## src/rtl/pwbd_pkg.sv

```systemverilog
package pwbd_pkg;

   typedef enum logic [2:0] {
      CAUSE_NONE     = 3'd0,
      CAUSE_TIMEOUT  = 3'd1,
      CAUSE_FLAG     = 3'd2,
      CAUSE_VERIFY   = 3'd3,
      CAUSE_CHECKSUM = 3'd4
   } cause_e;

   typedef enum logic [1:0] {
      PH_IDLE = 2'd0,
      PH_FLAG = 2'd1,
      PH_DATA = 2'd2
   } phase_e;

endpackage

```

## src/rtl/pwbd_bit_slicer.sv

```systemverilog
module pwbd_bit_slicer #(
   parameter int CNT_W     = 8,
   parameter int BYTE_W    = 8,
   parameter int THRESH    = 'hCB,
   parameter bit MSB_FIRST = 1'b1
) (
   input  logic              clk,
   input  logic              rst_n,
   input  logic              clear,
   input  logic              shift_en,
   input  logic [CNT_W-1:0]  meas_count,
   output logic              byte_done,
   output logic [BYTE_W-1:0] byte_val
);
   localparam logic [CNT_W-1:0] THR_V = CNT_W'(THRESH);

   logic              bit_v;
   logic              full;
   logic [BYTE_W-1:0] sh_q;
   logic [BYTE_W-1:0] sh_nxt;
   logic [BYTE_W-1:0] marker;

   // a long pulse is a one
   assign bit_v = (meas_count > THR_V);

   generate
      if (MSB_FIRST) begin : g_msb
         assign marker = BYTE_W'(1);
         assign sh_nxt = {sh_q[BYTE_W-2:0], bit_v};
         assign full   = sh_q[BYTE_W-1];
      end else begin : g_lsb
         assign marker = {1'b1, {(BYTE_W-1){1'b0}}};
         assign sh_nxt = {bit_v, sh_q[BYTE_W-1:1]};
         assign full   = sh_q[0];
      end
   endgenerate

   // the marker reaching the far end means this bit completes the byte
   assign byte_done = shift_en & full;
   assign byte_val  = sh_nxt;

   always_ff @(posedge clk or negedge rst_n) begin
      if (!rst_n)                  sh_q <= marker;
      else if (clear || byte_done) sh_q <= marker;
      else if (shift_en)           sh_q <= sh_nxt;
   end

endmodule

```

## src/rtl/pwbd_byte_judge.sv

```systemverilog
module pwbd_byte_judge #(
   parameter int BYTE_W = 8
) (
   input  logic              clk,
   input  logic              rst_n,
   input  logic              clear,
   input  logic              take,
   input  logic [BYTE_W-1:0] flag_exp,
   input  logic [BYTE_W-1:0] byte_in,
   input  logic [BYTE_W-1:0] ref_byte,
   output logic              flag_bad,
   output logic              ref_bad,
   output logic              sum_bad
);
   logic [BYTE_W-1:0] flag_q;
   logic [BYTE_W-1:0] xacc_q;

   assign flag_bad = (byte_in != flag_q);
   assign ref_bad  = (byte_in != ref_byte);
   assign sum_bad  = ((xacc_q ^ byte_in) != '0);

   always_ff @(posedge clk or negedge rst_n) begin
      if (!rst_n) begin
         flag_q <= '0;
         xacc_q <= '0;
      end else if (clear) begin
         flag_q <= flag_exp;
         xacc_q <= '0;
      end else if (take) begin
         xacc_q <= xacc_q ^ byte_in;
      end
   end

endmodule

```

## src/rtl/pwbd_ctrl.sv

```systemverilog
module pwbd_ctrl
   import pwbd_pkg::*;
#(
   parameter int LEN_W  = 16,
   parameter int ADDR_W = 16
) (
   input  logic              clk,
   input  logic              rst_n,
   input  logic              start,
   input  logic              mode_load,
   input  logic [LEN_W-1:0]  len,
   input  logic [ADDR_W-1:0] base_addr,
   input  logic              meas_done,
   input  logic              meas_timeout,
   input  logic              byte_done,
   input  logic              flag_bad,
   input  logic              ref_bad,
   input  logic              sum_bad,
   output logic              busy,
   output logic              meas_req,
   output logic              shift_en,
   output logic              first_bit,
   output logic              clear,
   output logic              take,
   output logic              wr_en,
   output logic [ADDR_W-1:0] mem_addr,
   output logic              load_q,
   output logic              done,
   output logic              ok,
   output logic [2:0]        cause
);
   localparam int REM_W = LEN_W + 1;

   phase_e            ph_q;
   logic [REM_W-1:0]  rem_q;
   logic [ADDR_W-1:0] addr_q;
   logic              first_q;
   logic              load_r;
   logic              done_q;
   logic              ok_q;
   cause_e            cause_q;
   cause_e            fin_cause;
   logic              fin;
   logic              launch;
   logic              in_flag;
   logic              last_byte;
   logic              data_byte;

   assign busy      = (ph_q != PH_IDLE);
   assign launch    = start & ~busy;
   assign shift_en  = busy & meas_done & ~meas_timeout;
   assign in_flag   = (ph_q == PH_FLAG);
   assign last_byte = (ph_q == PH_DATA) && (rem_q == REM_W'(1));
   assign data_byte = (ph_q == PH_DATA) && !last_byte;

   always_comb begin
      fin       = 1'b0;
      fin_cause = CAUSE_NONE;
      if (busy && meas_timeout) begin
         fin       = 1'b1;
         fin_cause = CAUSE_TIMEOUT;
      end else if (byte_done) begin
         if (in_flag && flag_bad) begin
            fin       = 1'b1;
            fin_cause = CAUSE_FLAG;
         end else if (data_byte && !load_r && ref_bad) begin
            fin       = 1'b1;
            fin_cause = CAUSE_VERIFY;
         end else if (last_byte) begin
            fin       = 1'b1;
            fin_cause = sum_bad ? CAUSE_CHECKSUM : CAUSE_NONE;
         end
      end
   end

   always_ff @(posedge clk or negedge rst_n) begin
      if (!rst_n) begin
         ph_q    <= PH_IDLE;
         rem_q   <= '0;
         addr_q  <= '0;
         first_q <= 1'b0;
         load_r  <= 1'b0;
         done_q  <= 1'b0;
         ok_q    <= 1'b0;
         cause_q <= CAUSE_NONE;
      end else begin
         done_q <= 1'b0;
         if (launch) begin
            ph_q    <= PH_FLAG;
            rem_q   <= REM_W'(len) + REM_W'(1);
            addr_q  <= base_addr;
            first_q <= 1'b0;
            load_r  <= mode_load;
            ok_q    <= 1'b0;
            cause_q <= CAUSE_NONE;
         end else if (fin) begin
            ph_q    <= PH_IDLE;
            done_q  <= 1'b1;
            ok_q    <= (fin_cause == CAUSE_NONE);
            cause_q <= fin_cause;
         end else if (byte_done) begin
            first_q <= 1'b1;
            if (in_flag) begin
               ph_q <= PH_DATA;
            end else begin
               addr_q <= addr_q + ADDR_W'(1);
               rem_q  <= rem_q - REM_W'(1);
            end
         end else if (shift_en) begin
            first_q <= 1'b0;
         end
      end
   end

   assign meas_req  = busy;
   assign first_bit = first_q;
   assign clear     = launch;
   assign take      = byte_done;
   assign wr_en     = byte_done & data_byte & load_r;
   assign mem_addr  = addr_q;
   assign load_q    = load_r;
   assign done      = done_q;
   assign ok        = ok_q;
   assign cause     = cause_q;

endmodule

```

## src/rtl/pwbd_top.sv

```systemverilog
module pwbd_top #(
   parameter int LEN_W     = 16,
   parameter int ADDR_W    = 16,
   parameter int CNT_W     = 8,
   parameter int BYTE_W    = 8,
   parameter int THRESH    = 'hCB,
   parameter int SEED_BIT  = 'hB0,
   parameter int SEED_LEAD = 'hB2,
   parameter bit MSB_FIRST = 1'b1
) (
   input  logic              clk,
   input  logic              rst_n,
   input  logic              start,
   input  logic              mode_load,
   input  logic [BYTE_W-1:0] flag_exp,
   input  logic [LEN_W-1:0]  len,
   input  logic [ADDR_W-1:0] base_addr,
   output logic              meas_req,
   output logic [CNT_W-1:0]  meas_seed,
   input  logic              meas_done,
   input  logic              meas_timeout,
   input  logic [CNT_W-1:0]  meas_count,
   output logic              wr_en,
   output logic [ADDR_W-1:0] mem_addr,
   output logic [BYTE_W-1:0] wr_data,
   input  logic [BYTE_W-1:0] ref_data,
   output logic              busy,
   output logic              done,
   output logic              ok,
   output logic [2:0]        fail_cause
);
   localparam logic [CNT_W-1:0] SEED_BIT_V  = CNT_W'(SEED_BIT);
   localparam logic [CNT_W-1:0] SEED_LEAD_V = CNT_W'(SEED_LEAD);

   generate
      if (BYTE_W < 2) begin : g_bad_byte
         $error("pwbd_top: BYTE_W must be at least 2");
      end
      if (LEN_W < 1 || ADDR_W < 1) begin : g_bad_width
         $error("pwbd_top: LEN_W and ADDR_W must be positive");
      end
      if (THRESH >= (1 << CNT_W) || SEED_BIT >= (1 << CNT_W) || SEED_LEAD >= (1 << CNT_W)) begin : g_bad_cnt
         $error("pwbd_top: threshold and seeds must fit in CNT_W bits");
      end
   endgenerate

   logic              shift_en;
   logic              byte_done;
   logic [BYTE_W-1:0] byte_val;
   logic              first_bit;
   logic              clear;
   logic              take;
   logic              flag_bad;
   logic              ref_bad;
   logic              sum_bad;
   logic              load_q;

   pwbd_bit_slicer #(
      .CNT_W(CNT_W), .BYTE_W(BYTE_W), .THRESH(THRESH), .MSB_FIRST(MSB_FIRST)
   ) u_slice (
      .clk(clk), .rst_n(rst_n), .clear(clear), .shift_en(shift_en),
      .meas_count(meas_count), .byte_done(byte_done), .byte_val(byte_val)
   );

   pwbd_byte_judge #(.BYTE_W(BYTE_W)) u_judge (
      .clk(clk), .rst_n(rst_n), .clear(clear), .take(take),
      .flag_exp(flag_exp), .byte_in(byte_val), .ref_byte(ref_data),
      .flag_bad(flag_bad), .ref_bad(ref_bad), .sum_bad(sum_bad)
   );

   pwbd_ctrl #(.LEN_W(LEN_W), .ADDR_W(ADDR_W)) u_ctrl (
      .clk(clk), .rst_n(rst_n), .start(start), .mode_load(mode_load),
      .len(len), .base_addr(base_addr), .meas_done(meas_done),
      .meas_timeout(meas_timeout), .byte_done(byte_done),
      .flag_bad(flag_bad), .ref_bad(ref_bad), .sum_bad(sum_bad),
      .busy(busy), .meas_req(meas_req), .shift_en(shift_en),
      .first_bit(first_bit), .clear(clear), .take(take), .wr_en(wr_en),
      .mem_addr(mem_addr), .load_q(load_q), .done(done), .ok(ok),
      .cause(fail_cause)
   );

   assign meas_seed = first_bit ? SEED_LEAD_V : SEED_BIT_V;
   assign wr_data   = byte_val;

endmodule

```

## config.mk

```make
export PLATFORM = sky130hd
export DESIGN_NAME = pwbd_top
export DESIGN_NICKNAME = d
export VERILOG_FILES = /design/src/rtl/pwbd_pkg.sv /design/src/rtl/pwbd_bit_slicer.sv /design/src/rtl/pwbd_byte_judge.sv /design/src/rtl/pwbd_ctrl.sv /design/src/rtl/pwbd_top.sv
export SDC_FILE = /design/constraint.sdc
export NUM_CORES = 1
export LEC_CHECK = 0
export ABC_AREA = 1
export BUFFER_PORTS_ARGS = -buffer_cell sky130_fd_sc_hd__buf_4
export CAP_MARGIN = 40
export CORE_MARGIN = 2
export CORE_UTILIZATION = 40
export CTS_BUF_LIST = sky130_fd_sc_hd__clkbuf_8
export DETAILED_ROUTE_END_ITERATION = 10
export SLEW_MARGIN = 5
export SYNTH_ARGS = -nofsm -noshare
export SYNTH_HDL_FRONTEND = slang
export SYNTH_HIERARCHICAL = 1
export SYNTH_SLANG_ARGS = --single-unit
```

## constraint.sdc

```tcl
create_clock -name clk -period 2 [get_ports clk]
set_clock_uncertainty 0.2 [all_clocks]
set_input_delay 0.4 -clock clk [delete_from_list [all_inputs] [get_ports clk]]
set_output_delay 0.4 -clock clk [all_outputs]
set_load 0.02 [all_outputs]
```

Word-level counts from Yosys, hierarchy flattened
Index checks and enable logic that the tools add are counted.

word-level totals
  word-level logic and storage cells = 90
  input bits = 62
  bits in registers = 66
  output and inout bits = 40

cells by class
  order comparisons = 1
  reduce and logical (&&, ||, !) cells = 21
  $add $sub $neg = 3
  equal/unequal tests = 7
  muxes and demuxes = 38
  bitwise gates (word level) = 9

operator list
  cell                                                                    number
  17-bit 2-to-1 mux                                                       4
  16-bit 2-to-1 mux                                                       4
  8-bit 2-to-1 mux                                                        4
  3-bit 2-to-1 mux                                                        8
  16-bit by 1-bit adder with 17-bit output, second input constant         1
  17-bit by 1-bit equality test with 1-bit output, second input constant  1
  17-bit by 1-bit subtractor with 17-bit output, second input constant    1
  16-bit by 1-bit adder with 16-bit output, second input constant         1
  8-bit != test                                                           2
  1-bit 2-to-1 mux                                                        13
  2-bit 2-to-1 mux                                                        5
  3-bit nonzero test                                                      3
  8-bit > comparator, second input constant                               1
  2-bit nonzero test                                                      4
  8-bit nonzero test                                                      1
  8-bit bitwise XOR                                                       1
  1-bit bitwise AND                                                       6
  1-bit logical AND                                                       6
  2-bit != test, second input constant                                    2
  2-bit AND reduction                                                     2
  3-bit logical NOT                                                       1
  3-bit AND reduction                                                     1
  2-bit by 1-bit equality test with 1-bit output, second input constant   1
  2-bit equality test, second input constant                              1
  other kinds (3)                                                         5

Logic depth before layout (Yosys ltp)
  depth after elaboration = 13
  gate-level depth with buffers = 18
  depth with buffers taken out = 16

By module
Netlist, hierarchy kept.

by module, submodules not included
  module           sequential area each (µm²)  cells each  area each (µm²)  times used
  pwbd_ctrl        1051.0                      576         3468.3           1
  pwbd_byte_judge  400.4                       133         1002.2           1
  pwbd_bit_slicer  201.4                       50          414.1            1
  pwbd_top         0.0                         10          67.6             1

Worst setup path before layout
Ideal clock, no wire load.

  path kind = input -> register
  start = input port meas_done
  end = register u_ctrl.addr_q[13] (netlist: u_ctrl/mem_addr[13])
  arrival = 1.861 ns
  path buffers = 1
  stages = 12
  data required time = 1.681 ns
  setup time = 0.119 ns
  slack = -0.179 ns
  path through = inv_1 -> nor3_1 -> nand2_1 -> inv_1 -> inv_1 -> nor2_1 -> nand3_1 -> nand2_1 -> inv_2 -> clkbuf_1 -> nand4_1 -> nand2_1

between the ends
  longest elaborated chain between the ends = 7
  elaborated cells between the ends (all ways) = 8
  those cells by class = eq/ne: 1; mux: 2; bitwise: 3; reduce/logical: 2

ends and longest elaborated chain
  what                                line                   text
  start, declared                     pwbd_top.sv:20         input logic meas_done,
  1-bit bitwise AND (*) (2 in a row)  pwbd_ctrl.sv:51        assign shift_en = busy & meas_done & ~meas_timeout;
  named net shift_en                  pwbd_top.sv:47         logic shift_en;
  1-bit bitwise AND (*)               pwbd_bit_slicer.sv:39  assign byte_done = shift_en & full;
  named net byte_done                 pwbd_top.sv:48         logic byte_done;
  1-bit 2-to-1 mux                    pwbd_ctrl.sv:62        end else if (byte_done) begin
  1-bit 2-to-1 mux                    pwbd_ctrl.sv:59        if (busy && meas_timeout) begin
  2-bit != test (no line)             n/a
  3-bit AND reduction (no line) (*)   n/a
  end signal, assigned                pwbd_ctrl.sv:91        addr_q <= base_addr;
  end signal, assigned                pwbd_ctrl.sv:106       addr_q <= addr_q + ADDR_W'(1);
  end, declared                       pwbd_ctrl.sv:36        logic [ADDR_W-1:0] addr_q;

Mark *: on every way through the listed nets, which the timed path passes. The rest lies on a longest branch.
A chain may end at the register's enable or synchronous reset.

Worst setup path after layout
  start = register u_ctrl.rem_q[1]
  end = output port wr_en

between the ends
  longest elaborated chain between the ends = 6

ends and longest elaborated chain
  what                                             line              text
  start, declared                                  pwbd_ctrl.sv:35   logic [REM_W-1:0] rem_q;
  start signal, assigned                           pwbd_ctrl.sv:90   rem_q <= REM_W'(len) + REM_W'(1);
  start signal, assigned                           pwbd_ctrl.sv:107  rem_q <= rem_q - REM_W'(1);
  17-bit by 1-bit equality test with 1-bit output  pwbd_ctrl.sv:53   assign last_byte = (ph_q == PH_DATA) && (rem_q == REM_W'(1));
  1-bit logical AND                                pwbd_ctrl.sv:53
  1-bit logical NOT                                pwbd_ctrl.sv:54   assign data_byte = (ph_q == PH_DATA) && !last_byte;
  1-bit logical AND                                pwbd_ctrl.sv:54
  1-bit bitwise AND (2 in a row)                   pwbd_ctrl.sv:119  assign wr_en = byte_done & data_byte & load_r;
  end, declared                                    pwbd_top.sv:23    output logic wr_en,

No other way between the ends.

==> summary.md <==
| Metric | Value |
|---|---|
| Outcome | `complete, but fails checks` |
| Failing checks | `setup timing` |
| Area of the multi-input gates | `2887 µm²` |
| Die area | `13290 µm²` |
| Worst Hold Class | `in2reg` |
| Clk sinks | `66` |
| H-tree levels | `3` |
| Vias | `5420` |
| Largest family of logic cells by synthesized area | `simple AND/OR/NAND/NOR gates` |
| Crit path max fanout | `2` |
| Initial antenna violation count | `0` |
| Routed wire per std cell | `13.75 µm` |
| WP buf/inv | `3` |
| Via/cell ratio | `4.972` |
| Average size of a mapped cell | `6.440 µm²` |
| WP data required | `1.40 ns` |
| Filler Cell Count | `1159` |
| Final Hold Fails | `0` |
| Peak VDD IR | `0.0005255 V` |
| Number of synthesized flops with an enable pin | `0` |
| Synth Area in Adders | `1.011%` |
| Min cycle time layout | `2.211 ns` |
| Clock slew at reported path FFs | `0.07 ns` |
| Skew-Pair Late Insertion Delay | `0.35 ns` |
| Simple-Gate Fraction of Synth Area | `44.95%` |
| Post-DP Area | `6108 µm²` |
| CTS buffer count | `9` |
| Die width | `115.3 µm` |
| PwrDens | `1129 nW/µm²` |
| Initial Util | `41.06%` |
| HP Start | `flag_exp[7]` |
| Reg area | `1653 µm²` |
| Layout area overhead | `37.22%` |
| DR iter-0 viols | `329` |
| First-pass GRT wire length | `24570 µm` |
| WL final | `14990 µm` |
| DRT antenna net count | `0` |
| Max Clk Rate | `0.4523 GHz` |
| Area fraction of the dominant cell type after synthesis | `32.84%` |
| Final instance area | `6795 µm²` |
| CP peak stage delay | `0.40 ns` |
| GRT Residual Overflow | `0` |
| Worst path top cell family by delay | `simple AND/OR/NAND/NOR gates` |
| Seq/Total Area, Yosys | `33.38%` |
| DPL Wire Length | `10560 µm` |
| Register bit total from synthesis | `66` |
| Critical Path Source Type | `register` |
| Worst Setup End Kind | `output port` |
| Primary FF master, synth | `dfrtp_1` |
| Final setup TNS | `-3.762 ns` |
| Placer Congestion | `0.8609` |
| Pre-CTS WS | `-0.3122 ns` |
| Final setup margin | `-0.2111 ns` |
| Crit Path Class | `reg2out` |
| Post-layout util | `56.34%` |
| Leakage | `3.603 nW` |
| Final Cycle Share | `110.6%` |
| Synth Cell Area | `4952 µm²` |
| Port buffer count | `92` |
| Nets@finish | `984` |
| Non-filler cells, final | `1090` |
| Area leader, netlist | `dfrtp_1` |
| Compound-Gate Fraction of Synth Area | `5.255%` |
| Worst path cell trace | `inv_2 -> ha_4 -> inv_2 -> nor2_4 -> nand2_1 -> nor2_2 -> nand2_2 -> nand3_2 -> nor2_2 -> buf_6` |
| Slew Viols, Final | `0` |
| Drt pass-1 iters | `5` |
| Max clock buf depth | `2` |
| Largest net degree at the start of global routing | `37` |
| Xor/xnor share of the synthesized area | `4.068%` |
| Share of layout cells above drive strength 1 | `26.90%` |
| Reg2reg start | `u_ctrl/rem_q[1]$_DFFE_PN0P_` |
| Number of remaining DRC errors | `0` |
| Vias in the first global route | `5257` |
| Setup violators final | `42` |
| Synth cell types | `35` |
| # diodes | `0` |
| Ys async rst share | `100.0%` |
| Chip Height | `115.3 µm` |
| Mux cell area share after synthesis | `0%` |
| Mapped Cells | `769` |
| Row Count | `40` |
| CP max-delay cell | `dfrtp_1` |
| Top-level port count | `102` |
| Unrepaired setup endpoints after global routing | `yes` |
| Clock root buffer | `clkbuf_8` |
| Crit. Startpoint | `u_ctrl/rem_q[1]$_DFFE_PN0P_` |
| CTS tree | `yes` |
| Worst EP arrival | `1.61 ns` |
| CORE AREA | `12060 µm²` |
| GR Util All Layers | `23.26%` |
| Max-capacitance violation count | `0` |
| Area contributors post-synth | `dfrtp_1 (33%), nand2_1 (25%), nand4_1 (6.1%)` |
| Post-Place Cells | `1051` |
| Synthesis Warnings | `6` |
-- layout make-up --
type,count,share of cell area (%)
multi-input combinational,593,42.48
inverter,74,4.124
tap,168,3.093
sequential,66,24.32
clock buffer,10,2.025
timing repair buffer,174,23.26
clock inverter,5,0.6997
-- Yosys cell counts, types with 2 or more instances --
| cell | instances |
|---|---|
| a21oi_1 | 3 |
| a31oi_1 | 2 |
| buf_2 | 8 |
| buf_4 | 22 |
| buf_6 | 4 |
| clkbuf_1 | 7 |
| conb_1 | 2 |
| dfrtp_1 | 65 |
| ha_1 | 4 |
| inv_1 | 71 |
| inv_2 | 3 |
| nand2_1 | 332 |
| nand2_2 | 3 |
| nand3_1 | 44 |
| nand3b_1 | 5 |
| nand4_1 | 48 |
| nor2_1 | 73 |
| nor2_2 | 3 |
| nor3_1 | 5 |
| o21ai_0 | 21 |
| o22ai_2 | 8 |
| or2_2 | 2 |
| xnor2_1 | 22 |
-- routing by layer --
layer | track usage, % | wire, µm
met1 | 30.02 | 6584
met4 | 7.550 | 266
met5 | 0 | 0
met2 | 39.10 | 7275
met3 | 4.744 | 864
-- path summary, 6_finish.rpt --
kind	endpoint	slack, ns	depth (start not counted)
worst max register to register	u_ctrl/rem_q[13]$_DFFE_PN0P_	-0.12	15
worst min register to register	u_judge/flag_q[2]$_DFFE_PN0P_	0.29	2
min in group asynchronous	u_ctrl/mem_addr[0]$_DFFE_PN0P_	0.35	2
max in group asynchronous	u_judge/xacc_q[6]$_DFFE_PN0P_	0.68	3
worst min-delay path	u_judge/flag_q[7]$_DFFE_PN0P_	0.05	3
worst max-delay path	wr_en	-0.21	10
-- cells in the final DEF (no fill, tap or decap), types with 4 or more instances in the layout --
cell	count
nand2_1	310
nand3_1	42
buf_4	146
conb_1	7
buf_12	8
nor2_1	68
nor3_1	4
buf_6	9
inv_1	68
o22ai_2	8
buf_16	5
dfrtp_1	65
nor2_2	6
inv_2	7
xnor2_1	21
clkbuf_8	10
o21ai_0	21
nand2_2	23
nand4_1	48
nand3b_1	5
-- cell families (layout without fill, tap and decap cells) --
kind of cell / after synthesis / count (layout)
xor gates and xnor gates: 23 / 23
buffers and inverters: 115 / 263
adders and majority gates: 4 / 4
and+or+nand+nor: 521 / 521
DFF: 66 / 66
other: 2 / 7
AOI/OAI and AO/OA: 38 / 38
-- worst reg2reg max path, stage by stage, from the launching register on --
cell       delay [ns]
dfrtp_1          0.40
inv_2            0.09
ha_4             0.13
inv_2            0.05
nor2_4           0.07
nand2_1          0.06
nor2_2           0.15
nand2_2          0.09
nand3_2          0.08
nand2_2          0.08
nand2_4          0.10
nand3_4          0.11
buf_6            0.15
clkbuf_16        0.15
nand2_2          0.05
nand2_1          0.05
-- metrics by stage --
stage / hold WS (ns) / power (mW)
floorplan: -0.09559 / 4.599
global placement: 0.1792 / 5.960
detailed placement: 0.1811 / 6.026
CTS: 0.03149 / 7.514
global route: 0.04943 / 8.343
finish: 0.04896 / 7.674
-- report_power, final --
part / switching (mW) / total [mW] / leakage [nW] / internal [mW]
combinational: 2.39 / 4.33 / 2.64 / 1.94
sequential: 0.490 / 2.25 / 0.863 / 1.76
clock: 0.507 / 1.10 / 0.105 / 0.590
-- flip-flops by register name (all words and copies together) (netlist names) --
register / cells
u_judge/xacc_q: 8
u_ctrl/load_q: 1
u_judge/flag_q: 8
u_ctrl/cause: 3
u_ctrl/mem_addr: 16
u_ctrl/rem_q: 17
u_ctrl/done: 1
u_ctrl/ph_q: 2
u_ctrl/ok: 1
u_slice/sh_q: 8
u_ctrl/first_bit: 1
-- what timing repair did --
item	in CTS	in global routing
setup endpoints to repair	35	42
pin swaps	9	12
hold buffers	1	0
gates resized for setup	35	26
hold endpoints to repair	29	0
buffers inserted	12	3
cloned	8	1
Power figures use the tool's default switching activity.
